<file path="config.mk">
export PLATFORM = sky130hd
export DESIGN_NAME = intc_fanout_agg
export DESIGN_NICKNAME = d
export VERILOG_FILES = /design/src/rtl/agg_pkg.sv /design/src/rtl/agg_any_rise.sv /design/src/rtl/agg_en_ctrl.sv /design/src/rtl/agg_bit_slice.sv /design/src/rtl/intc_fanout_agg.sv
export SDC_FILE = /design/constraint.sdc
export NUM_CORES = 1
export LEC_CHECK = 0
export ABC_CLOCK_PERIOD_IN_PS = 7000
export BUFFER_PORTS_ARGS = -buffer_cell sky130_fd_sc_hd__buf_2
export CAP_MARGIN = 0
export CORE_ASPECT_RATIO = 0.8
export CORE_MARGIN = 1
export CORE_UTILIZATION = 45
export CTS_CLUSTER_DIAMETER = 80
export CTS_CLUSTER_SIZE = 10
export DETAILED_ROUTE_END_ITERATION = 16
export HOLD_SLACK_MARGIN = 0.02
export PLACE_DENSITY = 0.67
export SYNTH_ARGS = -nofsm -noshare
export SYNTH_HDL_FRONTEND = slang
export SYNTH_SLANG_ARGS = --single-unit
</file>
<file path="constraint.sdc">
create_clock -name clk_i -period 7 [get_ports clk_i]
set_clock_uncertainty 0.1 [all_clocks]
set_input_delay 0.35 -clock clk_i [delete_from_list [all_inputs] [get_ports clk_i]]
set_output_delay 0.35 -clock clk_i [all_outputs]
set_load 0.05 [all_outputs]
</file>
<file path="src/rtl/agg_pkg.sv">
package agg_pkg;
  typedef enum logic {
    REG_EN   = 1'b0,
    REG_STAT = 1'b1
  } agg_reg_e;
endpackage

</file>
<file path="src/rtl/agg_any_rise.sv">
module agg_any_rise #(
  parameter int W = 32
) (
  input  logic         clk_i,
  input  logic         rst_ni,
  input  logic [W-1:0] src_i,
  output logic         ev_o
);
  logic any_q;
  logic any_d;

  assign any_d = |src_i;
  assign ev_o  = any_d & ~any_q;

  always_ff @(posedge clk_i or negedge rst_ni)
    if (!rst_ni) any_q <= 1'b0;
    else         any_q <= any_d;
endmodule

</file>
<file path="src/rtl/agg_en_ctrl.sv">
module agg_en_ctrl #(
  parameter int W = 32,
  parameter int N = 10
) (
  input  logic         clk_i,
  input  logic         rst_ni,
  input  logic         wr_i,
  input  logic [W-1:0] data_i,
  output logic [W-1:0] en_nx_o,
  output logic [N-1:0] mask_nx_o,
  output logic [W-1:0] shadow_o
);
  logic [W-1:0] en_q, en_d, sh_q, sh_d, ch;
  logic [N-1:0] mk_q, mk_d;

  always_comb begin
    en_d = en_q;
    sh_d = sh_q;
    mk_d = mk_q;
    ch   = sh_q ^ data_i;
    if (wr_i) begin
      sh_d = data_i;
      if (data_i == '0 && en_q == '0) begin
        sh_d = '0;
      end else if ((en_q | data_i) != en_q) begin
        en_d = en_q | data_i;   // growing enable leaves mask alone
      end else if (|(ch & data_i)) begin
        mk_d = mk_q & ~ch[N-1:0];
      end else begin
        mk_d = mk_q | ch[N-1:0];
      end
    end
  end

  always_ff @(posedge clk_i or negedge rst_ni)
    if (!rst_ni) begin
      en_q <= '0;
      sh_q <= '0;
      mk_q <= '0;
    end else begin
      en_q <= en_d;
      sh_q <= sh_d;
      mk_q <= mk_d;
    end

  assign en_nx_o   = en_d;
  assign mask_nx_o = mk_d;
  assign shadow_o  = sh_q;
endmodule

</file>
<file path="src/rtl/agg_bit_slice.sv">
module agg_bit_slice (
  input  logic clk_i,
  input  logic rst_ni,
  input  logic ack_i,     // nonzero status write touching this bit
  input  logic replay_i,  // write is not the all-ones initialise
  input  logic hit_i,     // event selects this bit
  input  logic mask_i,
  output logic stat_o,
  output logic irq_o
);
  logic stat_q, pend_q, irq_q;
  logic stat_d, pend_d, irq_d;

  always_comb begin
    stat_d = stat_q;
    pend_d = pend_q;
    irq_d  = irq_q;
    if (ack_i) begin
      stat_d = 1'b0;
      if (replay_i) begin
        if (pend_d) begin
          stat_d = 1'b1;
          pend_d = 1'b0;
          irq_d  = 1'b1;
        end else begin
          irq_d = 1'b0;
        end
      end
    end
    if (hit_i) begin
      if (mask_i || stat_d) pend_d = 1'b1;
      else begin
        stat_d = 1'b1;
        irq_d  = 1'b1;
      end
    end
  end

  always_ff @(posedge clk_i or negedge rst_ni)
    if (!rst_ni) begin
      stat_q <= 1'b0;
      pend_q <= 1'b0;
      irq_q  <= 1'b0;
    end else begin
      stat_q <= stat_d;
      pend_q <= pend_d;
      irq_q  <= irq_d;
    end

  assign stat_o = stat_q;
  assign irq_o  = irq_q;
endmodule

</file>
<file path="src/rtl/intc_fanout_agg.sv">
module intc_fanout_agg #(
  parameter int SRC_W = 32,
  parameter int OUT_N = 10
) (
  input  logic             clk_i,
  input  logic             rst_ni,
  input  logic [SRC_W-1:0] src_i,
  input  logic             wr_i,
  input  logic             addr_i,
  input  logic [SRC_W-1:0] wdata_i,
  output logic [SRC_W-1:0] rdata_o,
  output logic [OUT_N-1:0] irq_o,
  output logic             zero_wr_o
);
  import agg_pkg::*;

  localparam int HI_W = SRC_W - OUT_N;

  logic             ev;
  logic             en_wr, st_wr, replay;
  logic [SRC_W-1:0] en_nx, shadow;
  logic [OUT_N-1:0] mask_nx, stat;
  logic             zero_q;

  assign en_wr  = wr_i && (addr_i == REG_EN);
  assign st_wr  = wr_i && (addr_i == REG_STAT) && (wdata_i != '0);
  assign replay = ~&wdata_i;

  agg_any_rise #(.W(SRC_W)) u_rise (
    .clk_i (clk_i),
    .rst_ni(rst_ni),
    .src_i (src_i),
    .ev_o  (ev)
  );

  agg_en_ctrl #(.W(SRC_W), .N(OUT_N)) u_en (
    .clk_i    (clk_i),
    .rst_ni   (rst_ni),
    .wr_i     (en_wr),
    .data_i   (wdata_i),
    .en_nx_o  (en_nx),
    .mask_nx_o(mask_nx),
    .shadow_o (shadow)
  );

  for (genvar i = 0; i < OUT_N; i++) begin : g_bit
    agg_bit_slice u_slice (
      .clk_i   (clk_i),
      .rst_ni  (rst_ni),
      .ack_i   (st_wr && wdata_i[i]),
      .replay_i(replay),
      .hit_i   (ev && src_i[i] && en_nx[i]),
      .mask_i  (mask_nx[i]),
      .stat_o  (stat[i]),
      .irq_o   (irq_o[i])
    );
  end

  always_ff @(posedge clk_i or negedge rst_ni)
    if (!rst_ni) zero_q <= 1'b0;
    else         zero_q <= wr_i && (addr_i == REG_STAT) && (wdata_i == '0);

  assign zero_wr_o = zero_q;
  assign rdata_o   = (addr_i == REG_EN) ? shadow : {{HI_W{1'b0}}, stat};
endmodule

</file>
# Word-level counts from Yosys, hierarchy flattened
# Index checks and enable logic that the tools add are counted.
# word_totals
input_bits,68
regBits,106
word_cells,238
# classes
muxes,139
eq_ne,1
bitwise,10
n_reduce_logical,52
# ops
op,count
$mux W1,130
$mux W10,7
$logic_not A32 Y1,2
$mux W32,2
$reduce_or A32 Y1,2
$logic_and A1 B1 Y1,35
$and A32 B32 Y32,1
$ne A32 B32 Y1,1
$or A32 B32 Y32,1
$reduce_and A32 Y1,1
$reduce_bool A32 Y1,1
$xor A32 B32 Y32,1
$and A10 B10 Y10,1
$logic_or A1 B1 Y1,10
$not A10 Y10,1
$or A10 B10 Y10,1
$not A1 Y1,3
$reduce_and A3 Y1,1
$and A1 B1 Y1,1

# Logic depth before layout (Yosys ltp)
# depth
ltp_word,10
depth_mapped,10
depth_no_buf,8

# Modules after synthesis
# Synthesis repeated with hierarchy kept, for this count alone.
# unflattened
cells_unflattened,565
hier_area_um2,5753.0
# by_module_without_submodules
mod,n_inst,area_each_um2,cells_per_inst
agg_en_ctrl,1,3437.0,299
agg_bit_slice,10,158.9,17
intc_fanout_agg,1,616.8,83
agg_any_rise,1,110.1,13

# Worst setup path after synthesis
# Ideal clock, no wire load.
# synth_timing
path_kind,input-to-reg
start,input port wdata_i[7]
end,register g_bit[4].u_slice.irq_q
arrival_ps,2181
stages,9
required_ps,6772
setup_time_ps,128
slack_ps,4591
path_buffers,2
path_cell_list,ha_1 nor4_1 nand2_1 a2111oi_0 and4_1 buf_1 clkbuf_1 a21o_1 o31ai_1
# synth_via
elab_chain_cells,10
# synth_rtl
item,line,source
"start, declared",intc_fanout_agg.sv:10,"input logic [SRC_W-1:0] wdata_i,"
$xor A32 B32 Y32,agg_en_ctrl.sv:20,ch = sh_q ^ data_i;
$and A32 B32 Y32,agg_en_ctrl.sv:27,end else if (|(ch & data_i)) begin
$reduce_or A32 Y1,agg_en_ctrl.sv:27,
$mux W10,agg_en_ctrl.sv:27,
$mux W10,agg_en_ctrl.sv:25,end else if ((en_q | data_i) != en_q) begin
$mux W10 (*),agg_en_ctrl.sv:23,if (data_i == '0 && en_q == '0) begin
$mux W10 (*),agg_en_ctrl.sv:21,if (wr_i) begin
named net g_bit[4].u_slice.mask_i,agg_bit_slice.sv:7,"input logic mask_i,"
$logic_or A1 B1 Y1 (*),agg_bit_slice.sv:31,if (mask_i || stat_d) pend_d = 1'b1;
$mux W1 (*),agg_bit_slice.sv:31,
$mux W1 (*),agg_bit_slice.sv:30,if (hit_i) begin
named net g_bit[4].u_slice.irq_d,agg_bit_slice.sv:12,"logic stat_d, pend_d, irq_d;"
"end signal, assigned",agg_bit_slice.sv:47,irq_q <= irq_d;
"end, declared",agg_bit_slice.sv:11,"logic stat_q, pend_q, irq_q;"
# The timed path passes the listed nets; every way through them passes the cells marked *.
# A chain may end at the register's enable or synchronous reset.

# Worst setup path after layout
# layout_timing
start,register u_en.en_q[3]
end,register u_en.en_q[3]
# layout_via
elab_chain_cells,5
# layout_rtl
item,line,source
"start, declared",agg_en_ctrl.sv:13,"logic [W-1:0] en_q, en_d, sh_q, sh_d, ch;"
"start signal, assigned",agg_en_ctrl.sv:41,en_q <= en_d;
$or A32 B32 Y32,"agg_en_ctrl.sv:25, agg_en_ctrl.sv:26",
$ne A32 B32 Y1,agg_en_ctrl.sv:25,
$mux W10,agg_en_ctrl.sv:25,
$mux W10,agg_en_ctrl.sv:23,
$mux W10 (*),agg_en_ctrl.sv:21,
named net en_nx[3],intc_fanout_agg.sv:21,"logic [SRC_W-1:0] en_nx, shadow;"
# Marks and branches as above.

==> metrics.cfg <==
[floorplan]
fp-row-count = 36
initial_core_util_pct = 46.67
ios = 111
chipWidth_um = 128.3
die-area_um2 = 13210
core_um2 = 12300
die_h_um = 103.0

[synth]
postSynthAreaPerCell_um2 = 9.695
yosysMostFrequentCell = dfrtp_1
synth_largest_area_cell = dfrtp_1
yosys_register_bits = 106
synth_nets = 670
yosys_warnings = 0
syn_area_um2 = 5739
async_flop_share_pct = 100.0
synth_top_area_share_pct = 46.22
ys.flop_type = dfrtp_1
synth_cells = 592
synth_area_leaders = dfrtp_1 (46%), a21o_1 (5.1%), o21ai_0 (4.5%)
yosys-top-cells-count = dfrtp_1 (106), nand2_1 (62), o21ai_0 (52)
synth_edf_count = 0
ys_seq_area_share_pct = 46.22
synth_cell_type_count = 47

[critical_path]
endpoint_kind = flip-flop
path_max_fanout = 32
crit_start = u_en.en_q[3]$_DFF_PN0_
critPathArrivalTime_ns = 3.76
path_class = reg -> reg
required_ns = 7.15
rr_startpoint = u_en.en_q[3]$_DFF_PN0_
ff2ff_setup_slack_ns = 3.39
start_kind = flip-flop

[timing]
fmax_mhz = 276.8
period_needed_ns = 3.612
drv_slew = 0
max-slew-margin-rel_pct = 20.34
setup_tns_ns = 0
finalSetupViolations = 0
tightest_slew_ns = 1.195
rsz0062_at_grt = false
fin_crit_sh_pct = 51.60
hold_viol = 0

[clocking]
cts_root_buf = clkbuf_16
cts_tree = built
htree_levels = 3
clk_pin_slew_ns = 0.07
cts_sinks = 106
insertion_delay_ns = 0.36
cts_resized = 0
clockBufferDepth = 2
cts_buffers = 9

[global_routing]
antenna_found_initial = 0
gr-usage-all-layers_pct = 25.45
grt_overflow = 0
grt_start_max_net_pins = 72
grt_pass1_vias = 4645
grt_first_pass_wirelength_um = 24990

[pwr]
sw_frac_of_total_pct = 32.03
clockPowerShare_pct = 33.8
switchingPower_uw = 482.7
power_frac_seq_pct = 45.0
p_leak_nw = 3.073
ir_drop_uv = 120.2
intPower_mw = 1.024
power.density_nw_per_um2 = 229.8
p_comb_share_pct = 21.2

[drt]
firstDrtPassIters = 5
vias_per_cell = 5.902
drtAntennaViolNets = 0
num_vias = 4981
drcViolationCount = 0
totalWireLength_um = 16120
routedWlPerCell_um = 19.10
first_iter_violations = 368

[placement]
gp_congestion = 0.9180
placed_area_um2 = 6250
port_buffers = 110
hpwl_um = 12070

[layout]
fin_nets = 746
synthToLayoutAreaGrowth_pct = 14.26
drive_gt1_share_pct = 20.21
num_antenna_cells = 0
postLayoutCellArea_um2 = 6558
nFillCells = 1125

[outcome]
outcome = finished clean

[worst_hold_path]
hp-class = in -> reg
hp-start = wdata_i[26]

[job]
cap_violations = 0

==> power by group through the flow <==
stage          clock (mW)  combinational, mW  sequential (mW)
6_report            0.509              0.320            0.678
5_1_grt             0.539              0.346            0.682
4_1_cts             0.517              0.319            0.677
3_5_place_dp            0              0.315            0.689
3_3_place_gp            0              0.306            0.688
2_1_floorplan           0              0.228            0.680
==> cell type report <==
cell class,count,area [um2],area share (%)
multi-input combinational,401,2673,40.76
sequential,106,2653,40.45
timing repair buffer,114,585.6,8.930
clock buffer,12,246.5,3.759
tap,171,214.0,3.263
inverter,36,135.1,2.061
clock inverter,4,51.30,0.7823
==> worst max-delay path: stages (launching register included) <==
cell       delay (ns)
dfrtp_1          0.41
nor2b_1          0.06
a2111oi_0        0.44
nand4_1          0.81
or2_2            0.73
and2_1           0.59
a21o_1           0.34
==> metal layers <==
| metal | wire length (um) | track usage [%] | vias to the layer above |
|---|---|---|---|
| met3 | 1131 | 5.864 | 23 |
| met1 | 7361 | 34.53 | 2431 |
| met2 | 7321 | 39.71 | 204 |
| met4 | 306 | 10.14 | 0 |
| li1 | - | - | 2323 |
| met5 | 0 | 0 | - |
==> final timing paths <==
check	endpoint	cells after the start
max reg2reg	u_en.en_q[3]$_DFF_PN0_	6
min	u_en.en_q[26]$_DFFE_PN0P_	2
min in group asynchronous	u_rise.any_q$_DFF_PN0_	2
min reg2reg	u_en.en_q[13]$_DFFE_PN0P_	1
max	u_en.en_q[3]$_DFF_PN0_	6
max in group asynchronous	u_en.shadow_o[22]$_DFFE_PN0P_	3
==> state kept, by name, indices dropped and copies added (netlist names) <==
name / flops
g_bit.u_slice.irq_o: 10
g_bit.u_slice.pend_q: 10
g_bit.u_slice.stat_o: 10
u_en.en_q: 32
u_en.mk_q: 10
u_en.shadow_o: 32
u_rise.any_q: 1
zero_wr_o: 1
==> kinds of logic (layout without fill, tap and decap cells) <==
| family | count (synthesis) | after routing | synth area share, % |
|---|---|---|---|
| AND/OR/NAND/NOR | 205 | 205 | 20.36 |
| multiplexers | 10 | 10 | 1.744 |
| flip-flops | 106 | 106 | 46.22 |
| AO/OA/AOI/OAI | 176 | 176 | 22.28 |
| adder cells (fa/ha/maj) | 10 | 10 | 2.180 |
| buffers and inverters | 85 | 166 | 7.216 |
==> timing repair <==
| action | CTS | global route |
|---|---|---|
| endpoints found under the hold margin | 35 | 0 |
| buffers inserted | 0 | 0 |
| hold buffers | 1 | 0 |
| endpoints found under the setup margin | 0 | 0 |
==> cells in the final DEF, fill, tap and decap left out, drive strengths merged, types with 19 or more instances in the layout <==
| cell | instances |
|---|---|
| a21o | 39 |
| and3b | 19 |
| buf | 113 |
| dfrtp | 106 |
| inv | 36 |
| nand2 | 62 |
| nand2b | 22 |
| nor2b | 23 |
| nor4 | 37 |
| o21ai | 58 |
==> stage by stage <==
step / setup slack [ns] / total power [mW] / cells / hold WS [ns] / utilization (%)
after floorplan: 4.591 / 0.9074 / 592 / -0.04559 / -
after global placement: 3.271 / 0.9936 / 827 / 0.2399 / 50.82
after detailed placement: 3.120 / 1.004 / 827 / 0.2413 / 50.82
after CTS: 3.448 / 1.513 / 844 / 0.1388 / 53.33
after global routing: 3.097 / 1.568 / 844 / 0.1642 / 53.33
final: 3.388 / 1.507 / 844 / 0.1491 / 53.33
(Power assumes the default switching activity.)
